===== src/rtl/lu_pkg.sv =====
package lu_pkg;
    localparam int OP_W  = 4;
    localparam int SEL_W = OP_W - 1;
    localparam int N_OPS = 1 << SEL_W;

    typedef enum logic [SEL_W-1:0] {
        LU_HOLD  = 3'd0,
        LU_LOAD  = 3'd1,
        LU_LOADN = 3'd2,
        LU_AND   = 3'd3,
        LU_ANDN  = 3'd4,
        LU_OR    = 3'd5,
        LU_ORN   = 3'd6,
        LU_XNOR  = 3'd7
    } lu_op_e;

    typedef struct packed {
        logic rr;
    } lu_state_t;

    localparam logic [OP_W-1:0] OPC_STORE_INV = OP_W'(N_OPS + 1);
endpackage


===== src/rtl/lu_op_decode.sv =====
module lu_op_decode
    import lu_pkg::*;
(
    input  logic [OP_W-1:0] opcode,
    output lu_op_e          op_sel,
    output logic            store_inv
);
    always_comb begin
        if (opcode[OP_W-1]) begin
            op_sel = LU_HOLD;
        end else begin
            op_sel = lu_op_e'(opcode[SEL_W-1:0]);
        end
        store_inv = (opcode == OPC_STORE_INV);
    end
endmodule


===== src/rtl/lu_operand.sv =====
module lu_operand
    import lu_pkg::*;
(
    input  lu_op_e op_sel,
    input  logic   data_in,
    output logic   operand
);
    logic invert;

    always_comb begin
        unique case (op_sel)
            LU_LOADN, LU_ANDN, LU_ORN: invert = 1'b1;
            default:                   invert = 1'b0;
        endcase
        operand = data_in ^ invert;
    end
endmodule


===== src/rtl/lu_next_mux.sv =====
module lu_next_mux
    import lu_pkg::*;
(
    input  lu_op_e op_sel,
    input  logic   rr_cur,
    input  logic   operand,
    input  logic   data_raw,
    output logic   rr_next
);
    logic [N_OPS-1:0] cand;

    for (genvar i = 0; i < N_OPS; i++) begin : g_cand
        if (i == int'(LU_HOLD)) begin : g_hold
            assign cand[i] = rr_cur;
        end else if (i == int'(LU_LOAD) || i == int'(LU_LOADN)) begin : g_load
            assign cand[i] = operand;
        end else if (i == int'(LU_AND) || i == int'(LU_ANDN)) begin : g_and
            assign cand[i] = rr_cur & operand;
        end else if (i == int'(LU_OR) || i == int'(LU_ORN)) begin : g_or
            assign cand[i] = rr_cur | operand;
        end else begin : g_xnor
            assign cand[i] = ~(rr_cur ^ data_raw);
        end
    end

    assign rr_next = cand[op_sel];
endmodule


===== src/rtl/lu_top.sv =====
module lu_top
    import lu_pkg::*;
(
    input  logic            clk,
    input  logic            rst_n,
    input  logic            exec_en,
    input  logic [OP_W-1:0] opcode,
    input  logic            data_in,
    output logic            result,
    output logic            data_out
);
    lu_op_e    op_sel;
    logic      store_inv;
    logic      operand;
    logic      rr_next;
    lu_state_t st_d;
    lu_state_t st_q;

    lu_op_decode u_dec (
        .opcode    (opcode),
        .op_sel    (op_sel),
        .store_inv (store_inv)
    );

    lu_operand u_opnd (
        .op_sel  (op_sel),
        .data_in (data_in),
        .operand (operand)
    );

    lu_next_mux u_mux (
        .op_sel   (op_sel),
        .rr_cur   (st_q.rr),
        .operand  (operand),
        .data_raw (data_in),
        .rr_next  (rr_next)
    );

    always_comb begin
        st_d = st_q;
        if (exec_en) begin
            st_d.rr = rr_next;
        end
    end

    always_ff @(posedge clk or negedge rst_n) begin
        if (!rst_n) begin
            st_q <= '0;
        end else begin
            st_q <= st_d;
        end
    end

    assign result   = st_q.rr;
    assign data_out = st_q.rr ^ store_inv;
endmodule


===== config.mk =====
export PLATFORM = sky130hd
export DESIGN_NAME = lu_top
export DESIGN_NICKNAME = d
export VERILOG_FILES = /design/src/rtl/lu_pkg.sv /design/src/rtl/lu_op_decode.sv /design/src/rtl/lu_operand.sv /design/src/rtl/lu_next_mux.sv /design/src/rtl/lu_top.sv
export SDC_FILE = /design/constraint.sdc
export NUM_CORES = 1
export LEC_CHECK = 0
export BUFFER_PORTS_ARGS = -buffer_cell sky130_fd_sc_hd__buf_2
export CAP_MARGIN = 20
export CELL_PAD_IN_SITES_DETAIL_PLACEMENT = 0
export CELL_PAD_IN_SITES_GLOBAL_PLACEMENT = 1
export CORE_AREA = 2 2 39 41
export CTS_BUF_LIST = sky130_fd_sc_hd__clkbuf_8
export DETAILED_ROUTE_END_ITERATION = 12
export DIE_AREA = 0 0 41 43
export PLACE_DENSITY = 0.42
export SYNTH_ARGS = -nofsm -noshare
export SYNTH_HDL_FRONTEND = slang
export SYNTH_SLANG_ARGS = --single-unit

===== constraint.sdc =====
create_clock -name clk -period 1.31 [get_ports clk]
set_input_delay 0.0655 -clock clk [delete_from_list [all_inputs] [get_ports clk]]
set_output_delay 0.0655 -clock clk [all_outputs]
set_load 0.05 [all_outputs]

## Yosys cells after proc, flatten, opt, wreduce, memory -nomap -nowiden

Index checks and enable logic that the tools add are counted.

| cells by class | value |
|---|---|
| bitwise logic cells | 6 |
| magnitude comparators | 1 |
| reduce and logical (&&, ||, !) cells | 1 |
| shift operators | 0 |
| divide/modulo/power cells | 0 |
| eq/ne operators | 4 |
| multiply operators | 0 |
| muxes and demuxes | 4 |
| add/sub/neg operators | 0 |

Operators with widths:

| kind | count |
|---|---|
| $eq 3x3->1 const B | 2 |
| $eq 4x4->1 const B | 1 |
| $lt 3x4->1 const B | 1 |
| $bmux 1 s3 | 1 |
| $eq 3x2->1 const B | 1 |
| $mux 3 | 1 |
| $reduce_or 3->1 | 1 |
| $xor 1x1->1 | 3 |
| $mux 1 | 2 |
| $and 1x1->1 | 1 |
| $not 1->1 | 1 |
| $or 1x1->1 | 1 |

| word-level totals | value |
|---|---|
| bits in latches | 0 |
| logic and storage cells | 17 |
| memories | 0 |
| input port bits | 8 |
| output and inout port bits | 2 |
| flip-flop bits (word level) | 1 |
| memory bits (read-only) | 0 |
| RAM bits | 0 |

## Logic depth before layout (Yosys ltp)

Gate-level depths: netlist of run 1.

| logic depth | value |
|---|---|
| word-level depth | 8 |
| gate-level depth with buffers | 4 |
| gate-level depth less buffers | 4 |

## By module

Synthesis of run 1 repeated with hierarchy kept, for this count alone.

| unflattened totals | value |
|---|---|
| cells, all modules | 22 |
| area total of the unflattened synthesis | 197.7 sq um |

Modules (own cells, without submodules):

| module | area each (sq um) | seq. area each (sq um) | instances | cells an instance |
|---|---|---|---|---|
| lu_next_mux | 85.1 | 0.0 | 1 | 13 |
| lu_top | 48.8 | 25.0 | 1 | 3 |
| lu_op_decode | 36.3 | 0.0 | 1 | 4 |
| lu_operand | 27.5 | 0.0 | 1 | 2 |

## Least setup slack after synthesis of run 1

Ideal clock, no wire load.

| timing | value |
|---|---|
| path kind | flip-flop to output port |
| start point | register (tool-made name) |
| end point | output port data_out |
| path buffers | 0 |
| data required time | 1.245 ns |
| arrival | 1.467 ns |
| stages on the path, launching flop included | 2 |
| setup slack | -0.222 ns |
| path through | dfrtp_1 > xor2_1 |

RTL lines:

| what | RTL line | RTL |
|---|---|---|
| to (decl) | lu_top.sv:10 | `output logic data_out` |

==> metrics, run 1 <==
pin count of the biggest net entering global routing 6; met3 Resource Use GR 0.0209; Core ar. 0.00138 mm²; TritonRoute pass-1 iters 3; synthesized area per cell 8.66 µm²; top post-synthesis cells by area dfrtp_1 (22%), a211oi_1 (13%), nor3b_1 (13%); fin nets 33; #FFs+latches synth 1; Final Hold Fails 0; sequential area share after synthesis 0.222; final slew viol count 0; Syn. warnings 0; Synth cell types 10; # fillers 155; min Tclk post-route 1.06 ns; layout cells sized above 1 0.435; DRC errors left 0; GR Overflow Total 0; fraction of registers with async set/reset 1.00; first-pass GRT wire length 545 µm; fmax 0.946 GHz; Worst Slack Setup Final 0.253 ns; maxcap violations 0; initial core utilization 0.0814; via-per-instance ratio 3.67; Worst-Margin Slew 0.248 ns; crit path capture type flip-flop; 1st-iter DRT viols 1; EDFF count, synth 0; hold crit path type in -> async; CP required 1.24 ns; CP cell instances nand2_1, o22ai_1, a211oi_1, o22a_1; total routed wirelength 307 µm; Cell Pwr Density 853 mW/mm²; Peak VDD IR 144 µV; GRT busiest layer met1; design area 195 µm²; Placer Congestion 0.657; hold_ws 0.385 ns; area leader, netlist dfrtp_1; non-filler cells, final 39; RSZ-0062 raised after global routing false; WP data arrival 0.99 ns; met2 Use GR 0.0500; worst-path maximum fanout 4; CP max stage cell dfrtp_1; Skew-Pair Late Insertion Delay 0 ns; Post-CTS Resized 0; R2R depth 4; Placed Instances 38; post-layout util 0.141; TNS Setup 0 ns; final setup fails 0; GR Util met1 0.0673; drt wl/cell 7.87 µm; vias in the first global route 149; Die Span X 41 µm; Final Cycle Share 0.807; Max Clock Skew 0 ns; most common library cells after synthesis a211oi_1 (2), nand2b_1 (2), nor3b_1 (2); # IOs 10; Pleak 0.0795 nW; clock transition at the registers of the reported paths 0 ns; initial antenna violation count 0; via count 143; ys flop type dfrtp_1; post-synthesis cell count 13; CP peak stage delay 0.41 ns; critical path startpoint category flip-flop; # port buffers 9; num rows 14; Synth-to-Final Area Change 73.3%; critical path class reg -> reg; Slew HR 0.836; run status complete, no violations; die area 0.00176 mm²; Final ANT Viol Nets 0; total power 0.167 mW; placed cell area 185 µm²; share of the synthesized area in the top cell type 0.222; GRT Resource Usage Total 0.0411; ANT cells 0; syn_nets 21; area of the mapped netlist 113 µm²; die height 43 µm; Place WS 0.235 ns
## what timing repair did
| item | CTS | global route |
|---|---|---|
| hold buffers | 1 | 0 |
| buffers inserted | 0 | 0 |
| endpoints found under the setup margin | 0 | 0 |
| hold endpoints to repair | 1 | 0 |
## layout make-up
class,count,area (µm²),share of cell area
Tap cell,16,20.0,0.103
Sequential cell,1,25.0,0.128
Timing Repair Buffer,10,55.1,0.282
Multi-Input combinational cell,12,95.1,0.487
## report_power, final
part           total (mW)  leakage (nW)  internal, mW  switching, mW
combinational       0.117        0.0683        0.0394         0.0772
clock                   0             0             0              0
sequential         0.0499        0.0112        0.0385         0.0114
total               0.167        0.0795        0.0779         0.0886
## routing by layer
layer / wire length (µm) / vias up / share of wire
li1: - / 71 / -
met1: 172 / 62 / 0.56
met2: 73 / 10 / 0.24
met3: 62 / 0 / 0.20
met4: 0 / 0 / 0
met5: 0 / - / 0
## final timing paths
check | startpoint | end | slack (ns)
worst min register to register | flip-flop | flip-flop | 0.62
min in group clk | exec_en | flip-flop | 0.40
max in group asynchronous | rst_n | asynchronous set/reset pin | 0.84
worst max register to register | flip-flop | flip-flop | 0.25
worst max-delay path | flip-flop | flip-flop | 0.25
worst min-delay path | rst_n | asynchronous set/reset pin | 0.38
## critical path, delay by kind of cell, from the launching register on
family          cells  cell delay [ns]
compound gates      3             0.49
simple gates        1             0.08
flops               1             0.41
## cell families after synthesis
logic type,count (synthesis),synth area share
flip-flops,1,0.222
XOR/XNOR,1,0.0778
AO/OA/AOI/OAI,5,0.311
AND/OR/NAND/NOR,6,0.389
## layout by cell type (no fill, tap or decap)
master / synthesis / routed
buf_2: 0 / 9
nand2b_1: 2 / 2
a211oi_1: 2 / 2
nor3b_1: 2 / 2
and4bb_1: 1 / 1
xor2_2: 0 / 1
a21oi_1: 1 / 1
nand2_1: 1 / 1
o22ai_1: 1 / 1
o22a_1: 1 / 1
dfrtp_1: 1 / 1
dlygate4sd3_1: 0 / 1
No activity file was read; power rests on OpenSTA's default activity.
==> inputs of run 2 (changes only) <==
==> constraint.sdc (replaced) <==
create_clock -name clk -period 1 [get_ports clk]
set_input_delay 0.05 -clock clk [delete_from_list [all_inputs] [get_ports clk]]
set_output_delay 0.05 -clock clk [all_outputs]
set_load 0.05 [all_outputs]
==> metrics, run 2 (synthesized netlist as in run 1, its figures left out) <==
layout cells sized above 1 0.542; Pleak 0.0853 nW; first-pass GRT wire length 648 µm; Final Hold Fails 0; RSZ-0062 raised after global routing true; Placed Instances 38; most common cell after layout, fill and taps aside buf_2; DRC errors left 0; initial antenna violation count 0; maxcap violations 0; non-filler cells, final 40; Worst-Margin Slew 0.251 ns; # fillers 156; Max Clock Skew 0 ns; Synth-to-Final Area Change 87.8%; die height 43 µm; CP required 0.95 ns; Die Span X 41 µm; clock transition at the registers of the reported paths 0 ns; pin count of the biggest net entering global routing 6; fin nets 34; Slew HR 0.834; post-layout util 0.153; crit path capture data_out; Skew-Pair Late Insertion Delay 0 ns; 1st-iter DRT viols 1; die area 0.00176 mm²; final setup fails 0; # port buffers 9; critical path startpoint category flip-flop; min Tclk post-route 0.945 ns; placed cell area 186 µm²; critical path class reg -> out; R2R depth 4; Final Cycle Share 0.945; drt wl/cell 8.10 µm; leading cell types in the layout, fill and taps excluded buf_2 (8), nand2b_1 (2), nor3b_1 (2); Final ANT Viol Nets 0; crit path capture type output port; vias in the first global route 157; run status complete, no violations; initial core utilization 0.0814; Place WS -0.0306 ns; hold_ws 0.369 ns; num rows 14; WP data arrival 0.89 ns; Placer Congestion 0.572; fmax 1.06 GHz; Core ar. 0.00138 mm²; TritonRoute pass-1 iters 2; design area 211 µm²; total routed wirelength 324 µm; hold crit path type in -> async; worst-path maximum fanout 3; GR Overflow Total 0; Peak VDD IR 214 µV; # IOs 10; Worst Slack Setup Final 0.0552 ns; Cell Pwr Density 1140 mW/mm²; GRT Resource Usage Total 0.0481; reg-to-reg setup timing slack 0.07 ns; via count 141; final slew viol count 0; ANT cells 0; via-per-instance ratio 3.53
-- run 2: where the power goes --
part           switching, mW  internal, mW  leakage, nW  total [mW]
sequential           0.00435        0.0519       0.0103      0.0563
clock                      0             0            0           0
combinational          0.116        0.0696       0.0750       0.185
total                  0.120         0.122       0.0853       0.241
-- run 2: critical path: stages (launching register included) --
cell	delay [ns]
dfrtp_2	0.38
buf_4	0.15
xor2_2	0.13
clkbuf_4	0.24
-- run 2: per-stage QoR --
step | total power, mW | setup TNS (ns)
2_1_floorplan | 0.173 | -0.244
5_1_grt | 0.260 | -0.0266
3_3_place_gp | 0.215 | -0.0151
3_5_place_dp | 0.218 | -0.0306
4_1_cts | 0.236 | -0.0132
6_report | 0.241 | 0
-- run 2: repair_timing --
| item | in CTS | in global routing |
|---|---|---|
| setup buffers | 1 | 0 |
| endpoints found under the setup margin | 1 | 2 |
| hold endpoints to repair | 1 | 0 |
| gates resized for setup | 0 | 2 |
| hold buffers | 1 | 0 |
| pin swaps | 4 | 2 |
-- run 2: area by class of cell --
class                           count  area, µm²  area share
Tap cell                           16       20.0      0.0947
Multi-Input combinational cell     12        100       0.473
Sequential cell                     1       26.3       0.124
Timing Repair Buffer               11       65.1       0.308
-- run 2: worst min-delay path by stage --
stage                                             to  slack (ns)  cells past startpoint
after global placement    asynchronous set/reset pin       -0.17                      1
after CTS                 asynchronous set/reset pin        0.37                      2
after floorplan           asynchronous set/reset pin       -0.25                      0
final                     asynchronous set/reset pin        0.37                      2
after global routing      asynchronous set/reset pin        0.38                      2
after detailed placement  asynchronous set/reset pin       -0.17                      1
-- run 2: layer usage --
layer / routed length, µm / vias to the layer above / GRT usage
met4: 0 / 0 / 0
met3: 74 / 0 / 0.0157
met1: 165 / 57 / 0.0865
met2: 84 / 10 / 0.0563
met5: 0 / - / 0
li1: - / 74 / -
==> inputs of run 3 (changes only) <==
--- a/config.mk
+++ b/config.mk
@@ -13,6 +13,7 @@
 export CTS_BUF_LIST = sky130_fd_sc_hd__clkbuf_8
 export DETAILED_ROUTE_END_ITERATION = 12
 export DIE_AREA = 0 0 41 43
+export MAX_ROUTING_LAYER = met4
 export PLACE_DENSITY = 0.42
 export SYNTH_ARGS = -nofsm -noshare
 export SYNTH_HDL_FRONTEND = slang
==> metrics, run 3 (synthesized netlist as in run 1, its figures left out) <==
pin count of the biggest net entering global routing 6; Place WS -0.0306 ns; critical path class reg -> out; clock transition at the registers of the reported paths 0 ns; # port buffers 9; Synth-to-Final Area Change 87.8%; total routed wirelength 323 µm; leading cell types in the layout, fill and taps excluded buf_2 (8), nand2b_1 (2), nor3b_1 (2); Max Clock Skew 0 ns; initial core utilization 0.0814; drt wl/cell 8.08 µm; Pleak 0.0853 nW; die area 0.00176 mm²; Placer Congestion 0.575; Final Cycle Share 0.945; Cell Pwr Density 1140 mW/mm²; Worst-Margin Slew 0.251 ns; CP required 0.95 ns; GR Overflow Total 0; Core ar. 0.00138 mm²; # fillers 156; die height 43 µm; worst-path maximum fanout 3; crit path capture type output port; via-per-instance ratio 3.53; fmax 1.06 GHz; DR top layer met3; first-pass GRT wire length 648 µm; Worst Slack Setup Final 0.0552 ns; Slew HR 0.834; wire length on met3 57 µm; GRT Resource Usage Total 0.0493; maxcap violations 0; ANT cells 0; Final Hold Fails 0; TritonRoute pass-1 iters 2; initial antenna violation count 0; Skew-Pair Late Insertion Delay 0 ns; post-layout util 0.153; fin nets 34; final setup fails 0; hold crit path type in -> async; Routed met1 length 181 µm; critical path startpoint category flip-flop; RSZ-0062 raised after global routing true; Die Span X 41 µm; # IOs 10; min Tclk post-route 0.945 ns; via count 141; Peak VDD IR 214 µV; 1st-iter DRT viols 1; run status complete, no violations; layout cells sized above 1 0.542; placed cell area 186 µm²; final slew viol count 0; most common cell after layout, fill and taps aside buf_2; Met2 Wirelength 84 µm; Final ANT Viol Nets 0; WP data arrival 0.89 ns; vias in the first global route 157; design area 211 µm²; DRC errors left 0; num rows 14
[run 3: cell counts in the layout (fill, tap and decap cells not counted)]
Identical to the previous run, type by type.
[run 3: layer usage]
| metal | vias up | track usage |
|---|---|---|
| met1 | 57 | 0.0929 |
| met4 | 0 | 0 |
| met5 | - | - |
| li1 | 74 | - |
| met2 | 10 | 0.0563 |
| met3 | 0 | 0.00524 |
[run 3: report_power, final]
group / internal (mW) / total (mW) / switching [mW]
logic: 0.0696 / 0.185 / 0.115
clock network: 0 / 0 / 0
registers: 0.0519 / 0.0563 / 0.00435
total: 0.122 / 0.241 / 0.120
[run 3: final timing paths]
check | start | to | slack, ns | cells after the start
min reg2reg | flip-flop | flip-flop | 0.63 | 2
max reg2reg | flip-flop | flip-flop | 0.07 | 4
max in group asynchronous | rst_n | asynchronous set/reset pin | 0.54 | 2
min in group clk | exec_en | flip-flop | 0.41 | 3
min | rst_n | asynchronous set/reset pin | 0.37 | 2
max | flip-flop | data_out | 0.06 | 3
[run 3: cell type report]
type | count | area, µm² | area share
timing repair buffer | 11 | 65.1 | 0.308
tap | 16 | 20.0 | 0.0947
sequential | 1 | 26.3 | 0.124
multi-input combinational | 12 | 100 | 0.473
[run 3: worst max-delay path: stages, from the launching register on]
cell	delay, ns
dfrtp_2	0.38
buf_4	0.15
xor2_2	0.13
clkbuf_4	0.24
[run 3: metrics by stage]
stage	hold WS [ns]	cells	power [mW]	setup TNS, ns
after global placement	-0.173	38	0.215	-0.0151
after floorplan	-0.246	13	0.173	-0.244
final	0.369	40	0.241	0
after global routing	0.380	40	0.260	-0.0266
after CTS	0.374	40	0.236	-0.0132
after detailed placement	-0.174	38	0.218	-0.0306
[run 3: what timing repair did]
action / 4_1_cts / 5_1_grt
setup endpoints to repair: 1 / 2
resized for setup: 0 / 2
hold endpoints to repair: 1 / 0
pin swaps: 4 / 2
setup buffers: 1 / 0
hold buffers: 1 / 0
